`config.mk`:
```
export PLATFORM = sky130hd
export DESIGN_NAME = pc_flow_unit
export DESIGN_NICKNAME = d
export VERILOG_FILES = /design/src/rtl/pc_flow_pkg.sv /design/src/rtl/pc_dest_mux.sv /design/src/rtl/pc_redirect.sv /design/src/rtl/pc_flow_unit.sv
export SDC_FILE = /design/constraint.sdc
export NUM_CORES = 1
export LEC_CHECK = 0
export BUFFER_PORTS_ARGS = -buffer_cell sky130_fd_sc_hd__buf_2
export CAP_MARGIN = 5
export CORE_MARGIN = 3
export CORE_UTILIZATION = 41
export CTS_BUF_LIST = sky130_fd_sc_hd__clkbuf_4 sky130_fd_sc_hd__clkbuf_8
export CTS_CLUSTER_DIAMETER = 50
export CTS_CLUSTER_SIZE = 12
export DETAILED_ROUTE_END_ITERATION = 7
export GPL_TIMING_DRIVEN = 1
export PLACE_DENSITY = 0.82
export RECOVER_POWER = 25
export SYNTH_ARGS = -nofsm -noshare
export SYNTH_HDL_FRONTEND = slang
export SYNTH_SLANG_ARGS = --single-unit
```
`constraint.sdc`:
```
create_clock -name clk -period 2.1 [get_ports clk]
set_input_delay 0.105 -clock clk [delete_from_list [all_inputs] [get_ports clk]]
set_output_delay 0.105 -clock clk [all_outputs]
set_load 0.02 [all_outputs]
```
`src/rtl/pc_flow_pkg.sv`:
```
package pc_flow_pkg;
    localparam int PC_W = 16;

    typedef enum logic {
        WB_ALU  = 1'b0,
        WB_LINK = 1'b1
    } wb_src_e;

    typedef struct packed {
        logic [PC_W-1:0] pc;
    } pc_state_t;
endpackage

```
`src/rtl/pc_dest_mux.sv`:
```
module pc_dest_mux #(
    parameter int W = 16
) (
    input  logic         use_reg,
    input  logic [W-1:0] reg_val,
    input  logic [W-1:0] imm_val,
    output logic [W-1:0] dest
);
    always_comb begin
        dest = use_reg ? reg_val : imm_val;
    end
endmodule

```
`src/rtl/pc_redirect.sv`:
```
module pc_redirect (
    input  logic jump,
    input  logic branch,
    input  logic invert,
    input  logic zero,
    output logic taken
);
    logic cond_met;

    always_comb begin
        // equal-compare when invert is low, not-equal when high
        cond_met = invert ? ~zero : zero;
        if (jump) begin
            taken = 1'b1;
        end else begin
            taken = branch & cond_met;
        end
    end
endmodule

```
`src/rtl/pc_flow_unit.sv`:
```
module pc_flow_unit #(
    parameter int ADDR_W = pc_flow_pkg::PC_W,
    parameter int STEP   = 4
) (
    input  logic              clk,
    input  logic              rst,
    input  logic              jump_i,
    input  logic              branch_i,
    input  logic              invert_i,
    input  logic              zero_i,
    input  logic              dest_reg_i,
    input  logic [ADDR_W-1:0] imm_i,
    input  logic [ADDR_W-1:0] rd1_data_i,
    input  logic              link_i,
    input  logic              rd2_sel_i,
    output logic [ADDR_W-1:0] pc_o,
    output logic [ADDR_W-1:0] pc_plus_o,
    output logic              wb_link_o,
    output logic              rd2_from_r0_o
);
    localparam logic [ADDR_W-1:0] INCR = ADDR_W'(STEP);

    logic [ADDR_W-1:0] pc_d, pc_q;
    logic [ADDR_W-1:0] seq_pc;
    logic [ADDR_W-1:0] dest;
    logic              taken;
    pc_flow_pkg::wb_src_e wb_src;

    pc_dest_mux #(.W(ADDR_W)) u_dest (
        .use_reg (dest_reg_i),
        .reg_val (rd1_data_i),
        .imm_val (imm_i),
        .dest    (dest)
    );

    pc_redirect u_redir (
        .jump   (jump_i),
        .branch (branch_i),
        .invert (invert_i),
        .zero   (zero_i),
        .taken  (taken)
    );

    always_comb begin
        seq_pc = pc_q + INCR;
        wb_src = link_i ? pc_flow_pkg::WB_LINK : pc_flow_pkg::WB_ALU;
        if (rst) begin
            pc_d = '0;
        end else if (taken) begin
            pc_d = dest;
        end else begin
            pc_d = seq_pc;
        end
    end

    always_ff @(posedge clk) begin
        pc_q <= pc_d;
    end

    assign pc_o          = pc_q;
    assign pc_plus_o     = seq_pc;
    assign wb_link_o     = (wb_src == pc_flow_pkg::WB_LINK);
    assign rd2_from_r0_o = rd2_sel_i;
endmodule

```
==> impl_metrics.csv, run 1 <==
group,metric,value,unit
outcome,status,"completed",
synthesis,synth_cells,113,
synthesis,yosys_warnings,0,
cts,postCtsHoldBufs,0,
worst_setup_path,r2r_cells,5,
worst_setup_path,end_kind,"output pin",
cells_and_area,fin_util,59.9,%
cells_and_area,design_area,1350,µm²
min_path,hold_class,"in2reg",
worst_setup_path,max_stage_delay,0.39,ns
synthesis,yosysMostFrequentCell,"dfxtp_1",
detailed_routing,routed_wl,2700,µm
power,peakVddDrop,0.443,mV
floorplanning,initial_core_util,43.9,%
floorplanning,core_area,2250,µm²
power,power,852,µW
detailed_routing,via_count,1074,
detailed_routing,ant_nets,0,
cells_and_area,drive_gt1_share,39.5,%
synthesis,avgSynthCellArea,8.76,µm²
cts,cts_buffers,3,
timing,fmax,0.518,GHz
global_routing,gr-total-overflow,0,
cts,cts_buffer_depth,2,
timing,worst_clock_skew,0.000725,ns
timing,period_needed,1.93,ns
timing,finalSetupViolations,0,
synthesis,synth.area.top_cells,"dfxtp_1, mux2i_1, a211oi_1",
synthesis,synth_top_area_cell,"dfxtp_1",
synthesis,synth_common_cells,"dfxtp_1, mux2i_1, a211oi_1, a21oi_1, o21a_1",
global_routing,grt_pass1_vias,967,
worst_setup_path,startpoint,"pc_o[3]",
timing,tightest_slew,0.470,ns
detailed_routing,drt-initial-drc-count,7,
worst_setup_path,cp.arrival,1.83,ns
flow_run,cap_violations,0,
floorplanning,ioPinCount,75,
worst_setup_path,critPathLaunchType,"register",
placed_design,placed_cell_area,1320,µm²
timing,hold_viol,0,
worst_setup_path,cp_slowest_cell,"dfxtp_1",
synthesis,synth-edff-count,0,
cts,cts_tree,"built",
synthesis,ys_seq_area_share,32.4,%
timing,period_share,92.0,%
placed_design,port_buffers,70,
global_routing,grt_use_total,18.7,%
worst_setup_path,worstPathMaxFanout,4,
floorplanning,die_width,55.1,µm
worst_setup_path,critical_path.endpoint,"pc_plus_o[12]",
placed_design,post-dp-hpwl,2150,µm
synthesis,async_flop_share,0,%
global_routing,grt_pass1_wl,4060,µm
cells_and_area,largest_reg_flops,16,
cells_and_area,regArea,322,µm²
detailed_routing,drc,0,
worst_setup_path,critPathRequiredTime,2.00,ns
cts,clkSinkCount,16,
synthesis,synth.distinct_cells,28,
power,p_per_area,631,nW/µm²
detailed_routing,via_per_inst,5.24,
cts,insertion_delay,0.28,ns
detailed_routing,wl_per_cell,13.1,µm
timing,slew_headroom,68.7,%
worst_setup_path,critPathBufInv,1,
detailed_routing,drtPass1Iterations,4,
power,total_leakage_power,0.000682,µW
cts,root_buffer,"clkbuf_4",
worst_setup_path,cp_cell_sequence,"ha_1, nand3_1, or2_1, or3_1, nand2_1, buf_2",
cts,cts_max_level,1,
worst_setup_path,cp_top_family,"simple AND/OR/NAND/NOR gates",
cts,path_clk_slew,0.09,ns
floorplanning,die_area,3040,µm²
synthesis,synth_top_cell_area_share,32.4,%
cells_and_area,nets,220,
worst_setup_path,r2r-end,"pc_o[12]",
worst_setup_path,path_depth,6,
cells_and_area,fin_cells,205,
cells_and_area,multi_input_area,602,µm²
floorplanning,die_h,55.1,µm
cells_and_area,n_antenna_cell,0,
cells_and_area,area_growth,36.4,%
timing,rsz0062_at_grt,"no",
worst_setup_path,r2r_start,"pc_o[3]",
placed_design,place_congestion,0.771,
placed_design,dp_cells,201,
synthesis,syn_area,990,µm²
worst_setup_path,path_class,"reg2out",
worst_setup_path,regToRegSetupSlack,0.47,ns
global_routing,antenna_found_initial,0,
synthesis,synth_nets,155,
min_path,hp-start,"imm_i[5]",
cells_and_area,fill_cells,221,
global_routing,grt_max_degree,19,
floorplanning,num_rows,17,
synthesis,ys.flop_type,"dfxtp_1",
timing,finalSetupTns,0,ns
timing,report.final.slew_viol_count,0,
synthesis,ys_ff_latch,16,
[worst min-delay path, stage by stage]
cell and delay [ns]:
buf_2 0.09, mux2i_1 0.12, a211oi_1 0.08
[layout by cell type, fill, tap and decap left out, drive strengths merged]
master,count
o21a,8
xnor2,6
nor4,1
ha,1
clkbuf,12
inv,2
buf,63
and3,1
nand2,4
or3,1
nor2b,2
mux2i,14
a311oi,1
or2,1
a211oi,9
nor2,7
a21oi,9
xor2,6
dfxtp,16
a21o,1
o21ai,1
nand4,4
and4,1
nand3,4
nor3,2
[layout make-up]
class | instances | share of cell area, %
flip-flops and latches | 16 | 23.8
multi-input cells | 84 | 44.6
well taps | 28 | 2.60
inverters | 2 | 0.556
clock buffers | 4 | 2.69
repair buffers | 71 | 25.8
[timing repair]
item / CTS / global route
setup buffers: 0 / 0
endpoints found under the hold margin: 0 / 0
resized for setup: 0 / 1
setup endpoints to repair: 0 / 1
[stage by stage]
step | setup slack (ns) | hold WS, ns
after floorplan | 0.355 | 0.323
after global placement | 0.499 | 0.210
after detailed placement | 0.411 | 0.210
after CTS | 0.0950 | 0.149
after global routing | 0.0104 | 0.150
final | 0.168 | 0.150
[cells by family after synthesis]
family	synth area share, %
AO/OA/AOI/OAI	19.6
AND/OR/NAND/NOR	15.2
flip-flops	32.4
multiplexers	14.2
buffers and inverters	6.83
XOR/XNOR	10.6
adder cells (fa/ha/maj)	1.26
[how the worst min path moves through the flow]
stage	endpoint	slack (ns)	depth (start not counted)
finish	pc_o[5]	0.15	3
global route	pc_o[1]	0.15	3
CTS	pc_o[5]	0.15	3
detailed placement	wb_link_o	0.21	0
global placement	wb_link_o	0.21	0
floorplan	rd2_from_r0_o	0.32	1
[power by group]
part / switching (µW) / internal (µW)
Combinational: 169 / 112
Sequential: 34.9 / 333
Clock: 97.2 / 106
[per-layer routing]
metal / share of wire, % / track usage, % / up-vias
met5: 0 / 0 / -
met4: 1.9 / 11.3 / 0
met3: 7.4 / 1.61 / 4
met2: 50 / 36.6 / 44
met1: 40 / 18.8 / 492
li1: - / - / 534
No activity file was read; power rests on OpenSTA's default activity.
==> run 2, diff against run 1 <==
Settings changed: CORE_UTILIZATION 41 to 44, PLACE_DENSITY 0.82 to 0.87.
Clock period 2.1 ns to 2.4 ns, I/O delays scaled along.
==> impl_metrics.csv, run 2 (synthesized netlist as in run 1, its figures left out) <==
group,metric,value,unit
detailed_routing,via_count,1070,
timing,report.final.slew_viol_count,0,
placed_design,place_congestion,0.694,
timing,finalSetupViolations,0,
detailed_routing,routed_wl,2670,µm
floorplanning,die_width,53.4,µm
worst_setup_path,startpoint,"pc_o[2]",
placed_design,post-dp-hpwl,2150,µm
cells_and_area,design_area,1330,µm²
timing,period_needed,1.99,ns
power,total_leakage_power,0.000671,µW
global_routing,grt_pass1_wl,4330,µm
detailed_routing,drtPass1Iterations,4,
worst_setup_path,regToRegSetupSlack,0.72,ns
cts,cts_max_level,1,
cells_and_area,nets,220,
worst_setup_path,r2r_start,"pc_o[2]",
cts,path_clk_slew,0.09,ns
outcome,status,"completed",
cells_and_area,final_common_cell,"buf_2",
cells_and_area,n_antenna_cell,0,
floorplanning,num_rows,16,
floorplanning,ioPinCount,75,
cts,insertion_delay,0.28,ns
cells_and_area,drive_gt1_share,38.1,%
cts,cts_buffer_depth,2,
worst_setup_path,cp.arrival,1.87,ns
min_path,hp-start,"imm_i[6]",
detailed_routing,drt-initial-drc-count,17,
cts,cts_buffers,3,
global_routing,gr-total-overflow,0,
timing,slew_headroom,49.3,%
min_path,whs_path_depth,3,
global_routing,grt_max_degree,27,
cts,post_cts_buffers,0,
timing,rsz0062_at_grt,"no",
worst_setup_path,critPathRequiredTime,2.28,ns
cts,postCtsHoldBufs,0,
timing,worst_clock_skew,0.00534,ns
power,p_per_area,531,nW/µm²
cells_and_area,largest_reg_flops,16,
cts,cts_tree,"built",
timing,period_share,83.1,%
detailed_routing,drc,0,
worst_setup_path,end_kind,"output pin",
global_routing,antenna_found_initial,0,
timing,hold_viol,0,
cells_and_area,layout_common_cells,"buf_2, dfxtp_1, mux2i_1",
global_routing,grt_pass1_vias,1032,
cts,root_buffer,"clkbuf_4",
worst_setup_path,worstPathMaxFanout,6,
floorplanning,initial_core_util,48.5,%
timing,fmax,0.501,GHz
floorplanning,die_h,53.4,µm
flow_run,cap_violations,0,
power,power,708,µW
cts,clkSinkCount,16,
global_routing,grt_use_total,20.5,%
timing,finalSetupTns,0,ns
worst_setup_path,critPathLaunchType,"register",
detailed_routing,via_per_inst,5.27,
worst_setup_path,r2r_cells,5,
placed_design,port_buffers,70,
detailed_routing,ant_nets,0,
worst_setup_path,path_class,"reg2out",
cells_and_area,area_growth,34.6,%
floorplanning,die_area,2850,µm²
placed_design,placed_cell_area,1320,µm²
power,peakVddDrop,0.402,mV
timing,tightest_slew,0.761,ns
min_path,hold_class,"in2reg",
cts,post_cts_resized,0,
detailed_routing,wl_per_cell,13.2,µm
floorplanning,core_area,2040,µm²
==> run 2: report_power, final <==
group	internal, µW	total, µW	switching, µW
clock	58.2	139	81.0
combinational	97.8	248	150
sequential	291	320	29.6
total	447	708	261
==> run 2: layout make-up <==
type | instances | area [µm²]
clock buffers | 3 | 22.5
fillers | 193 | 709
multi-input cells | 84 | 602
well taps | 27 | 33.8
repair buffers | 71 | 347
inverters | 2 | 7.51
flip-flops and latches | 16 | 320
==> run 2: worst paths after layout <==
check,end
worst max register to register,pc_o[12]
worst min-delay path,pc_o[6]
worst min register to register,pc_o[1]
worst max-delay path,pc_plus_o[12]
==> run 2: through the flow <==
stage / worst slack, ns / hold WS, ns / utilization (%) / instances
3_3_place_gp: 0.786 / 0.240 / 64.7 / 200
3_5_place_dp: 0.719 / 0.240 / 64.7 / 200
4_1_cts: 0.393 / 0.164 / 65.8 / 203
6_report: 0.405 / 0.164 / 65.3 / 203
2_1_floorplan: 0.655 / 0.353 / - / 113
5_1_grt: 0.257 / 0.181 / 65.3 / 203
==> run 2: per-layer routing <==
metal  GRT usage, %  wire [µm]
met3           5.35        270
met5              0          0
met1           22.9       1040
met4           6.81         19
met2           36.9       1350
==> run 2: worst max-delay path, cell delays in order, from the launching register on <==
cell     delay [ns]
dfxtp_1        0.41
ha_1           0.24
nand3_1        0.11
or2_1          0.26
or3_1          0.33
nand2_1        0.08
buf_2          0.16
